[config.mk]
export PLATFORM = sky130hd
export DESIGN_NAME = cfgport_top
export DESIGN_NICKNAME = d
export VERILOG_FILES = /design/src/rtl/cfgport_pkg.sv /design/src/rtl/cfgport_unlock.sv /design/src/rtl/cfgport_global.sv /design/src/rtl/cfgport_bank.sv /design/src/rtl/cfgport_top.sv
export SDC_FILE = /design/constraint.sdc
export NUM_CORES = 1
export LEC_CHECK = 0
export ABC_AREA = 0
export BUFFER_PORTS_ARGS = -buffer_cell sky130_fd_sc_hd__clkbuf_2
export CAP_MARGIN = 0
export CORE_ASPECT_RATIO = 1.1
export CORE_MARGIN = 8
export CORE_UTILIZATION = 60
export CTS_BUF_LIST = sky130_fd_sc_hd__clkbuf_4 sky130_fd_sc_hd__clkbuf_8 sky130_fd_sc_hd__clkbuf_16
export CTS_CLUSTER_DIAMETER = 80
export DETAILED_ROUTE_END_ITERATION = 6
export PLACE_DENSITY = 0.84
export SYNTH_ARGS = -nofsm -noshare
export SYNTH_HDL_FRONTEND = slang
export SYNTH_SLANG_ARGS = --single-unit
[constraint.sdc]
create_clock -name clk -period 3.9 [get_ports clk]
set_input_delay 0.195 -clock clk [delete_from_list [all_inputs] [get_ports clk]]
set_output_delay 0.195 -clock clk [all_outputs]
set_load 0.02 [all_outputs]
[src/rtl/cfgport_pkg.sv]
package cfgport_pkg;

  typedef enum logic [1:0] {
    ST_LOCKED = 2'd0,
    ST_ARMED  = 2'd1,
    ST_OPEN   = 2'd2
  } lock_st_t;

  // register numbers the host software relies on
  localparam logic [7:0] RN_LDSEL   = 8'h07;
  localparam logic [7:0] RN_CHIP_HI = 8'h20;
  localparam logic [7:0] RN_CHIP_LO = 8'h21;
  localparam logic [7:0] RN_VEND_HI = 8'h22;
  localparam logic [7:0] RN_VEND_LO = 8'h23;
  localparam logic [7:0] RN_DEV_EN  = 8'h30;
  localparam logic [7:0] RN_BASE_HI = 8'h60;
  localparam logic [7:0] RN_BASE_LO = 8'h61;
  localparam logic [7:0] RN_IRQ     = 8'h70;

  localparam logic [7:0] RD_FLOAT   = 8'hFF;

endpackage

[src/rtl/cfgport_unlock.sv]
module cfgport_unlock
  import cfgport_pkg::*;
#(
  parameter logic [7:0] KEY_ENTER = 8'h87,
  parameter logic [7:0] KEY_EXIT  = 8'hAA
) (
  input  logic       clk,
  input  logic       rst_n,
  input  logic       idx_wr,
  input  logic       dat_wr,
  input  logic [7:0] wdata,
  output logic       cfg_open
);

  lock_st_t state_q, state_d;

  always_comb begin
    state_d = state_q;
    case (state_q)
      ST_LOCKED: if (idx_wr && wdata == KEY_ENTER) state_d = ST_ARMED;
      ST_ARMED: begin
        if (idx_wr) state_d = (wdata == KEY_ENTER) ? ST_OPEN : ST_LOCKED;
        else if (dat_wr) state_d = ST_LOCKED;
      end
      ST_OPEN: if (idx_wr && wdata == KEY_EXIT) state_d = ST_LOCKED;
      default: state_d = ST_LOCKED;
    endcase
  end

  always_ff @(posedge clk) begin
    if (!rst_n) state_q <= ST_LOCKED;
    else        state_q <= state_d;
  end

  assign cfg_open = (state_q == ST_OPEN);


  single_key_no_open_chk: assert property (@(posedge clk) disable iff (!rst_n)
    (state_q == ST_LOCKED) |=> !cfg_open);


  broken_seq_relock_chk: assert property (@(posedge clk) disable iff (!rst_n)
    (state_q == ST_ARMED && !idx_wr && dat_wr) |=> (state_q == ST_LOCKED));


  exit_key_locks_chk: assert property (@(posedge clk) disable iff (!rst_n)
    (cfg_open && idx_wr && wdata == KEY_EXIT) |=> !cfg_open);

endmodule

[src/rtl/cfgport_global.sv]
module cfgport_global
  import cfgport_pkg::*;
#(
  parameter logic [15:0] CHIP_ID   = 16'h1A2B,
  parameter logic [15:0] VENDOR_ID = 16'h3C4D,
  parameter logic [7:0]  KEY_EXIT  = 8'hAA
) (
  input  logic       clk,
  input  logic       rst_n,
  input  logic       cfg_open,
  input  logic       idx_wr,
  input  logic       dat_wr,
  input  logic [7:0] wdata,
  output logic [7:0] idx_q,
  output logic [7:0] ldsel_q,
  output logic       glob_hit,
  output logic [7:0] glob_rdata
);

  always_ff @(posedge clk) begin
    if (!rst_n) begin
      idx_q   <= 8'h00;
      ldsel_q <= 8'h00;
    end else if (cfg_open) begin
      if (idx_wr && wdata != KEY_EXIT) idx_q <= wdata;
      if (dat_wr && idx_q == RN_LDSEL) ldsel_q <= wdata;
    end
  end

  always_comb begin
    glob_hit   = 1'b1;
    glob_rdata = 8'h00;
    case (idx_q)
      RN_LDSEL:   glob_rdata = ldsel_q;
      RN_CHIP_HI: glob_rdata = CHIP_ID[15:8];
      RN_CHIP_LO: glob_rdata = CHIP_ID[7:0];
      RN_VEND_HI: glob_rdata = VENDOR_ID[15:8];
      RN_VEND_LO: glob_rdata = VENDOR_ID[7:0];
      default:    glob_hit   = 1'b0;
    endcase
  end


  exit_keeps_index_chk: assert property (@(posedge clk) disable iff (!rst_n)
    (idx_wr && wdata == KEY_EXIT) |=> $stable(idx_q));


  locked_selector_frozen_chk: assert property (@(posedge clk) disable iff (!rst_n)
    !cfg_open |=> $stable(ldsel_q));

endmodule

[src/rtl/cfgport_bank.sv]
module cfgport_bank
  import cfgport_pkg::*;
#(
  parameter int IRQ_W = 4
) (
  input  logic             clk,
  input  logic             rst_n,
  input  logic             wr_en,
  input  logic             rd_sel,
  input  logic [7:0]       reg_num,
  input  logic [7:0]       wdata,
  output logic             en_q,
  output logic [15:0]      base_q,
  output logic [IRQ_W-1:0] irq_q,
  output logic [7:0]       rdata
);

  always_ff @(posedge clk) begin
    if (!rst_n) begin
      en_q   <= 1'b0;
      base_q <= 16'h0000;
      irq_q  <= '0;
    end else if (wr_en) begin
      case (reg_num)
        RN_DEV_EN:  en_q         <= wdata[0];
        RN_BASE_HI: base_q[15:8] <= wdata;
        RN_BASE_LO: base_q[7:0]  <= wdata;
        RN_IRQ:     irq_q        <= wdata[IRQ_W-1:0];
        default: ;
      endcase
    end
  end

  always_comb begin
    rdata = 8'h00;
    if (rd_sel) begin
      case (reg_num)
        RN_DEV_EN:  rdata = {7'b0, en_q};
        RN_BASE_HI: rdata = base_q[15:8];
        RN_BASE_LO: rdata = base_q[7:0];
        RN_IRQ:     rdata = 8'(irq_q);
        default:    rdata = 8'h00;
      endcase
    end
  end


  base_lo_keeps_hi_chk: assert property (@(posedge clk) disable iff (!rst_n)
    (wr_en && reg_num == RN_BASE_LO) |=> $stable(base_q[15:8]));


  unselected_bank_still_chk: assert property (@(posedge clk) disable iff (!rst_n)
    !wr_en |=> ($stable(base_q) && $stable(en_q) && $stable(irq_q)));

endmodule

[src/rtl/cfgport_top.sv]
module cfgport_top
  import cfgport_pkg::*;
#(
  parameter int          NUM_LDEV  = 4,
  parameter int          IRQ_W     = 4,
  parameter logic [15:0] CHIP_ID   = 16'h1A2B,
  parameter logic [15:0] VENDOR_ID = 16'h3C4D,
  parameter logic [7:0]  KEY_ENTER = 8'h87,
  parameter logic [7:0]  KEY_EXIT  = 8'hAA
) (
  input  logic                      clk,
  input  logic                      rst_n,
  input  logic                      host_wr,
  input  logic                      host_rd,
  input  logic                      host_port,
  input  logic [7:0]                host_wdata,
  output logic [7:0]                host_rdata,
  output logic [NUM_LDEV-1:0]       dev_enable,
  output logic [16*NUM_LDEV-1:0]    dev_base,
  output logic [IRQ_W*NUM_LDEV-1:0] dev_irq
);

  logic       cfg_open;
  logic       idx_wr, dat_wr;
  logic [7:0] idx_q, ldsel_q;
  logic       glob_hit;
  logic [7:0] glob_rdata;
  logic [7:0] bank_rd [NUM_LDEV];
  logic [7:0] bank_or;

  assign idx_wr = host_wr && !host_port;
  assign dat_wr = host_wr &&  host_port;

  cfgport_unlock #(.KEY_ENTER(KEY_ENTER), .KEY_EXIT(KEY_EXIT)) u_unlock (
    .clk(clk), .rst_n(rst_n), .idx_wr(idx_wr), .dat_wr(dat_wr),
    .wdata(host_wdata), .cfg_open(cfg_open)
  );

  cfgport_global #(.CHIP_ID(CHIP_ID), .VENDOR_ID(VENDOR_ID), .KEY_EXIT(KEY_EXIT)) u_global (
    .clk(clk), .rst_n(rst_n), .cfg_open(cfg_open), .idx_wr(idx_wr),
    .dat_wr(dat_wr), .wdata(host_wdata), .idx_q(idx_q), .ldsel_q(ldsel_q),
    .glob_hit(glob_hit), .glob_rdata(glob_rdata)
  );

  for (genvar i = 0; i < NUM_LDEV; i++) begin : g_bank
    logic sel;
    assign sel = (ldsel_q == 8'(i));
    cfgport_bank #(.IRQ_W(IRQ_W)) u_bank (
      .clk(clk), .rst_n(rst_n),
      .wr_en(cfg_open && dat_wr && sel),
      .rd_sel(sel), .reg_num(idx_q), .wdata(host_wdata),
      .en_q(dev_enable[i]), .base_q(dev_base[16*i +: 16]),
      .irq_q(dev_irq[IRQ_W*i +: IRQ_W]), .rdata(bank_rd[i])
    );
  end

  always_comb begin
    bank_or = 8'h00;
    for (int k = 0; k < NUM_LDEV; k++) bank_or = bank_or | bank_rd[k];
  end

  always_comb begin
    if (!host_rd || !cfg_open) host_rdata = RD_FLOAT;
    else if (!host_port)       host_rdata = idx_q;
    else if (glob_hit)         host_rdata = glob_rdata;
    else                       host_rdata = bank_or;
  end


  locked_reads_ff_chk: assert property (@(posedge clk) disable iff (!rst_n)
    (!cfg_open && host_rd) |-> (host_rdata == RD_FLOAT));


  locked_outputs_frozen_chk: assert property (@(posedge clk) disable iff (!rst_n)
    !cfg_open |=> ($stable(dev_base) && $stable(dev_enable) && $stable(dev_irq)));


  far_selector_frozen_chk: assert property (@(posedge clk) disable iff (!rst_n)
    (int'(ldsel_q) >= NUM_LDEV) |=> ($stable(dev_base) && $stable(dev_enable) && $stable(dev_irq)));

endmodule

Word level (Yosys, flattened, before mapping)
Index checks and enable logic that the tools add are counted.
{"block": "word_totals", "regBits": 102, "out_inout_bits": 92, "in_bits": 13, "elab_cells": 98}
{"block": "op_classes", "reduce_logical": 37, "n_eq_ne": 20, "bitwise_logic": 3, "muxes": 19}
{"operator": "$pmux 8 s4", "n": 4}
{"operator": "$mux 8", "n": 7}
{"operator": "$eq 8x6->1 const B", "n": 5}
{"operator": "$pmux 8 s5", "n": 1}
{"operator": "$reduce_and 2->1", "n": 18}
{"operator": "$eq 8x7->1 const B", "n": 3}
{"operator": "$or 8x8->8", "n": 3}
{"operator": "$eq 8x2->1 const B", "n": 2}
{"operator": "$eq 8x8->1 const B", "n": 2}
{"operator": "$logic_and 1x1->1", "n": 11}
{"operator": "$mux 2", "n": 5}
{"operator": "$eq 8x1->1 const B", "n": 1}
{"operator": "$eq 8x3->1 const B", "n": 1}
{"operator": "$logic_not 8->1", "n": 1}
{"operator": "$ne 8x8->1 const B", "n": 1}
{"operator": "$pmux 2 s3", "n": 1}
{"operator": "$reduce_or 5->1", "n": 1}
{"operator": "$ne 2x1->1 const B", "n": 2}
{"operator": "$logic_not 1->1", "n": 3}
{"operator": "$ne 3x2->1 const B", "n": 1}
{"operator": "$reduce_and 3->1", "n": 1}
{"operator": "$eq 2x1->1 const B", "n": 1}
{"operator": "$eq 2x2->1 const B", "n": 1}
{"operator": "$logic_not 2->1", "n": 1}
{"operator": "other kinds (2)", "n": 2}

Longest topological paths before layout
{"block": "logic_depth", "ltp_word": 9, "mapped_depth": 8, "mapped_depth_nobuf": 5}

Hierarchy
A second synthesis with hierarchy kept.
{"block": "hier_totals", "hier_cells": 620, "hier_area_um2": 5681.7}
{"mod": "cfgport_bank", "seq_area_each_um2": 420.4, "n_inst": 4, "cells_per_inst": 115, "area_each_um2": 1096.1}
{"mod": "cfgport_global", "seq_area_each_um2": 320.3, "n_inst": 1, "cells_per_inst": 83, "area_each_um2": 804.5}
{"mod": "cfgport_top", "seq_area_each_um2": 0.0, "n_inst": 1, "cells_per_inst": 61, "area_each_um2": 349.1}
{"mod": "cfgport_unlock", "seq_area_each_um2": 40.0, "n_inst": 1, "cells_per_inst": 16, "area_each_um2": 143.9}

Worst setup path after synthesis
No wires, ideal clock.
{"block": "synth_timing", "path_kind": "flip-flop to output port", "start": "register u_global.ldsel_q[0]", "end": "output host_rdata[7]", "path_stages_with_launch": 7, "slack_ns": 1.909, "path_buffers": 2, "required_time_ns": 3.705, "arrival_ns": 1.796, "path_cell_list": "dfxtp_1 > buf_2 > clkbuf_1 > mux4_2 > mux2i_1 > or3_1 > a31oi_1"}
{"block": "synth_via", "elab_chain_len": 8, "word_cells_on_any_way": 14, "classes_between": "3 x eq/ne; 7 x mux; 3 x bitwise; 1 x reduce/logical"}
{"element": "start: declaration", "line_no": "cfgport_global.sv:15", "source": "output logic [7:0] ldsel_q,"}
{"element": "start signal: assignment", "line_no": "cfgport_global.sv:26", "source": "if (dat_wr && idx_q == RN_LDSEL) ldsel_q <= wdata;"}
{"element": "$eq 8x1->1 / $logic_not 8->1 (equally long branches)", "line_no": "cfgport_top.sv:47", "source": "assign sel = (ldsel_q == 8'(i));"}
{"element": "$mux 8", "line_no": "cfgport_bank.sv:36", "source": "if (rd_sel) begin"}
{"element": "$or 8x8->8 (2 in a row)", "line_no": "cfgport_top.sv:59", "source": "for (int k = 0; k < NUM_LDEV; k++) bank_or = bank_or | bank_rd[k];"}
{"element": "$or 8x8->8 *", "line_no": "cfgport_top.sv:59"}
{"element": "$mux 8 *", "line_no": "cfgport_top.sv:65", "source": "else if (glob_hit) host_rdata = glob_rdata;"}
{"element": "$mux 8 *", "line_no": "cfgport_top.sv:64", "source": "else if (!host_port) host_rdata = idx_q;"}
{"element": "$mux 8 *", "line_no": "cfgport_top.sv:63", "source": "if (!host_rd || !cfg_open) host_rdata = RD_FLOAT;"}
{"element": "end: declaration", "line_no": "cfgport_top.sv:17", "source": "output logic [7:0] host_rdata,"}
Mark *: on every way between the ends. The rest lies on a longest branch, timed or not.

Worst setup path after layout
{"block": "layout_timing", "start": "register u_global.idx_q[0]", "end": "output host_rdata[2]"}
{"block": "layout_via", "elab_chain_len": 9, "word_cells_on_any_way": 26, "classes_between": "9 x eq/ne; 13 x mux; 3 x bitwise; 1 x reduce/logical"}
{"element": "start: declaration", "line_no": "cfgport_global.sv:14", "source": "output logic [7:0] idx_q,"}
{"element": "start signal: assignment", "line_no": "cfgport_global.sv:25", "source": "if (idx_wr && wdata != KEY_EXIT) idx_q <= wdata;"}
{"element": "$eq 8x7->1 / $eq 8x6->1 (equally long branches)", "line_no": "cfgport_bank.sv:37", "source": "case (reg_num)"}
{"element": "$pmux 8 s4", "line_no": "cfgport_bank.sv:37"}
{"element": "$mux 8", "line_no": "cfgport_bank.sv:36"}
{"element": "$or 8x8->8 (3 in a row)", "line_no": "cfgport_top.sv:59"}
{"element": "$mux 8 *", "line_no": "cfgport_top.sv:65"}
{"element": "$mux 8 *", "line_no": "cfgport_top.sv:64"}
{"element": "$mux 8 *", "line_no": "cfgport_top.sv:63"}
Marks and branches as above.

==> run_summary.xml <==
<?xml version="1.0" encoding="UTF-8"?>
<metrics>
  <group name="cts">
    <metric name="post_cts_setup_buffer_count" unit="">0</metric>
    <metric name="tritoncts" unit="">done</metric>
    <metric name="cts_htree_levels" unit="">3</metric>
    <metric name="ctsResizeCount" unit="">0</metric>
    <metric name="holdBufCountCts" unit="">0</metric>
    <metric name="cts.reportedPaths.clkPinSlew" unit="ns">0.11</metric>
    <metric name="tritoncts_num_sinks" unit="">102</metric>
    <metric name="clk_root_buffer_cell" unit="">clkbuf_8</metric>
    <metric name="cts-root-to-sink-buffers" unit="">2</metric>
    <metric name="clock_latency" unit="ns">0.38</metric>
    <metric name="cts_inserted_buffers" unit="">9</metric>
  </group>
  <group name="detailed_routing">
    <metric name="met3_wirelength" unit="µm">1440</metric>
    <metric name="route.top_layer_used" unit="">met4</metric>
    <metric name="finalWirelength" unit="µm">16400</metric>
    <metric name="route.antenna.remaining_nets" unit="">0</metric>
    <metric name="via_per_inst" unit="">6.30</metric>
    <metric name="routedLengthMet1" unit="µm">6410</metric>
    <metric name="drt-wirelength-per-cell" unit="µm">20.7</metric>
    <metric name="drt-initial-drc-count" unit="">398</metric>
    <metric name="dr.pass1.iters" unit="">7</metric>
    <metric name="metal2_wl" unit="µm">7990</metric>
    <metric name="route.detailed.drc" unit="">1</metric>
    <metric name="detailroute.via_count" unit="">4996</metric>
  </group>
  <group name="timing">
    <metric name="setup_violations" unit="">0</metric>
    <metric name="fin_setup_tns" unit="ns">0</metric>
    <metric name="layout_min_cycle_time" unit="ns">3.01</metric>
    <metric name="slew-limit-headroom" unit="%">29.3</metric>
    <metric name="final_max_slew_viol_count" unit="">0</metric>
    <metric name="rsz_0062_raised_after_global_routing" unit="">no</metric>
    <metric name="worst-slew-pin-transition" unit="ns">1.06</metric>
    <metric name="fmax" unit="MHz">332</metric>
    <metric name="final_min_period_over_clock_period" unit="%">77.2</metric>
    <metric name="finClkSkew" unit="ns">0.0153</metric>
    <metric name="timing_hold_violations_final" unit="">0</metric>
  </group>
  <group name="logic_synthesis">
    <metric name="syn_nets" unit="">627</metric>
    <metric name="post_synth_and_or_nand_nor_area_fraction" unit="%">22.7</metric>
    <metric name="ys_ff_latch" unit="">102</metric>
    <metric name="synth_area_per_cell" unit="µm²">8.53</metric>
    <metric name="synth.top_cell.area_share" unit="%">39.0</metric>
    <metric name="compound_gate_portion_of_the_synthesized_area" unit="%">20.8</metric>
    <metric name="ys_async_sr_fraction" unit="%">0</metric>
    <metric name="adder_cell_share_of_the_synthesized_area" unit="%">0</metric>
    <metric name="post_synth_main_area_contributors" unit="">dfxtp_1 39%, a21boi_0 9.2%, nand2_1 8.4%, mux2i_1 8.2%, o21ai_0 4.4%</metric>
    <metric name="synth.distinct_cells" unit="">58</metric>
    <metric name="synth_top_cell_by_area" unit="">dfxtp_1</metric>
    <metric name="syn-instance-count" unit="">614</metric>
    <metric name="synth_xor_xnor_area_share" unit="%">0</metric>
    <metric name="synth_top_family_by_area" unit="">simple AND/OR/NAND/NOR gates</metric>
    <metric name="synth_area" unit="mm²">0.00524</metric>
    <metric name="synth_seq_area_share" unit="%">39.0</metric>
    <metric name="synth.area.mux_share" unit="%">12.5</metric>
    <metric name="synth_enable_flop_cells" unit="">0</metric>
    <metric name="yosys_warns" unit="">0</metric>
    <metric name="synth_top_flop_cell" unit="">dfxtp_1</metric>
  </group>
  <group name="run_status">
    <metric name="violations" unit="">DRC</metric>
    <metric name="status" unit="">complete, but fails checks</metric>
  </group>
  <group name="floorplan">
    <metric name="dieHeight" unit="µm">114</metric>
    <metric name="floorplan.core_area" unit="mm²">0.00845</metric>
    <metric name="initial_cell_density_of_the_core" unit="%">62.0</metric>
    <metric name="top_level_ports" unit="">105</metric>
    <metric name="fp.dieArea" unit="mm²">0.0120</metric>
    <metric name="die_width" unit="µm">105</metric>
    <metric name="placementRows" unit="">35</metric>
  </group>
  <group name="worst_setup_path">
    <metric name="critical_path_arrival" unit="ns">2.81</metric>
    <metric name="crit_path_end_kind" unit="">output port</metric>
    <metric name="worst_ep_required_time" unit="ns">3.70</metric>
    <metric name="startpoint" unit="">u_global.idx_q[0]$_SDFFE_PN0P_</metric>
    <metric name="maximum_fanout_along_the_worst_path" unit="">21</metric>
    <metric name="path_class" unit="">flip-flop to output port</metric>
    <metric name="regToRegStartpoint" unit="">u_unlock.state_q[1]$_SDFFE_PN0P_</metric>
    <metric name="timing.critical_path.from_type" unit="">flip-flop</metric>
    <metric name="reg2regPathDepth" unit="">5</metric>
  </group>
  <group name="finish">
    <metric name="layout_common_cells" unit="">117 x nand2_1, 104 x clkbuf_2, 101 x dfxtp_1</metric>
    <metric name="antennaDiodeCount" unit="">0</metric>
    <metric name="syn_to_layout_area_delta" unit="%">13.0</metric>
    <metric name="design.final.nets" unit="">690</metric>
    <metric name="fraction_of_final_layout_cells_sized_beyond_drive_strength_1" unit="%">22.6</metric>
    <metric name="layoutNonFillerInstCount" unit="">793</metric>
    <metric name="mostFrequentLayoutCell" unit="">nand2_1</metric>
  </group>
  <group name="grt">
    <metric name="globalRouteOverflowTotal" unit="">0</metric>
    <metric name="grt_pass1_vias" unit="">4881</metric>
    <metric name="number_of_antenna_violations_at_the_first_check_in_global_routing" unit="">0</metric>
    <metric name="grt_first_pass_wirelength" unit="µm">25900</metric>
    <metric name="maximum_number_of_pins_on_one_net_before_global_route_repair" unit="">68</metric>
    <metric name="grt_use_total" unit="%">26.8</metric>
  </group>
  <group name="min_path">
    <metric name="worst_hold_path_type" unit="">input port to flip-flop</metric>
    <metric name="hp_start" unit="">host_wr</metric>
    <metric name="hold_path_depth" unit="">4</metric>
  </group>
  <group name="pwr">
    <metric name="power.share.sequential" unit="%">55.0</metric>
    <metric name="clock_power_share" unit="%">41.7</metric>
    <metric name="switching_share" unit="%">23.8</metric>
    <metric name="power_density" unit="mW/mm²">320</metric>
    <metric name="p_sw" unit="µW">451</metric>
    <metric name="worst_ir_drop_vdd" unit="µV">267</metric>
    <metric name="p_int" unit="mW">1.44</metric>
    <metric name="power.share.combinational" unit="%">3.3</metric>
    <metric name="p_leak" unit="nW">2.20</metric>
  </group>
  <group name="placed_design">
    <metric name="post-place-cells" unit="">777</metric>
    <metric name="routabilityCongestion" unit="">0.940</metric>
    <metric name="numPortBuffers" unit="">104</metric>
    <metric name="dp_hpwl" unit="µm">11700</metric>
  </group>
  <group name="job">
    <metric name="cap_viol_max_count" unit="">0</metric>
  </group>
</metrics>
==> synth_stat cells (7+ instances only) <==
master,count
mux2i_1,43
mux4_2,7
dfxtp_1,102
clkbuf_1,38
a21boi_1,12
nand2_1,117
o21ai_0,46
nor2b_1,27
nor2_1,23
a21oi_1,8
a21boi_0,64
buf_2,11
or3_1,8
nand3_1,14
==> per-stage QoR <==
step	util, %	worst slack, ns	power [mW]	hold WS, ns	cell area (µm²)
6_report	70.1	0.891	1.89	0.241	5920
5_1_grt	70.1	0.715	1.94	0.250	5920
4_1_cts	70.1	0.908	1.89	0.225	5920
3_5_place_dp	67.2	1.32	1.13	0.460	5680
3_3_place_gp	67.2	1.39	1.13	0.452	5680
2_1_floorplan	-	1.91	1.10	0.351	5240
==> area by class of cell <==
type | count | area [µm²]
clock buffer | 9 | 124
clock inverter | 7 | 115
fill | 652 | 2530
inverter | 4 | 15.0
multi-input combinational | 452 | 2940
sequential | 102 | 2040
tap | 111 | 139
timing repair buffer | 108 | 551
==> power groups by stage <==
stage               logic [mW]  clock network [mW]  registers [mW]
finish                  0.0628               0.790            1.04
global route            0.0652               0.833            1.04
CTS                     0.0609               0.792            1.04
detailed placement      0.0607                   0            1.06
global placement        0.0601                   0            1.06
floorplan               0.0373                   0            1.06
==> worst paths after layout <==
| kind | slack (ns) | endpoint |
|---|---|---|
| setup / recovery | 0.89 | host_rdata[2] |
| hold / removal | 0.24 | u_unlock.state_q[1]$_SDFFE_PN0P_ |
| setup reg to reg | 1.27 | g_bank[2].u_bank.base_q[11]$_SDFFE_PN0P_ |
| hold reg to reg | 0.48 | g_bank[1].u_bank.base_q[14]$_SDFFE_PN0P_ |
==> cells by family (layout without fill, tap and decap cells) <==
group           after synthesis  after routing
buf+inv                      60            128
mux                          56             56
flops                       102            102
compound gates              161            161
simple gates                235            235
==> registers in the layout (all words and copies together) (netlist names) <==
register / cells
g_bank.u_bank.base_q: 64
g_bank.u_bank.irq_q: 16
u_global.idx_q: 8
u_global.ldsel_q: 8
g_bank.u_bank.en_q: 4
u_unlock.state_q: 2
==> routing by layer <==
metal	global-route usage, %	vias to the layer above
met5	0	-
met4	13.9	0
met3	5.25	41
met2	44.8	281
met1	32.1	2393
li1	-	2281
==> critical path, cell delays in order, from the launching register on <==
cell	delay (ns)
dfxtp_2	0.49
and4bb_1	0.47
nand3_1	0.54
o22ai_1	0.37
a221oi_1	0.12
o22ai_1	0.23
clkbuf_2	0.21
Power figures use the tool's default switching activity.
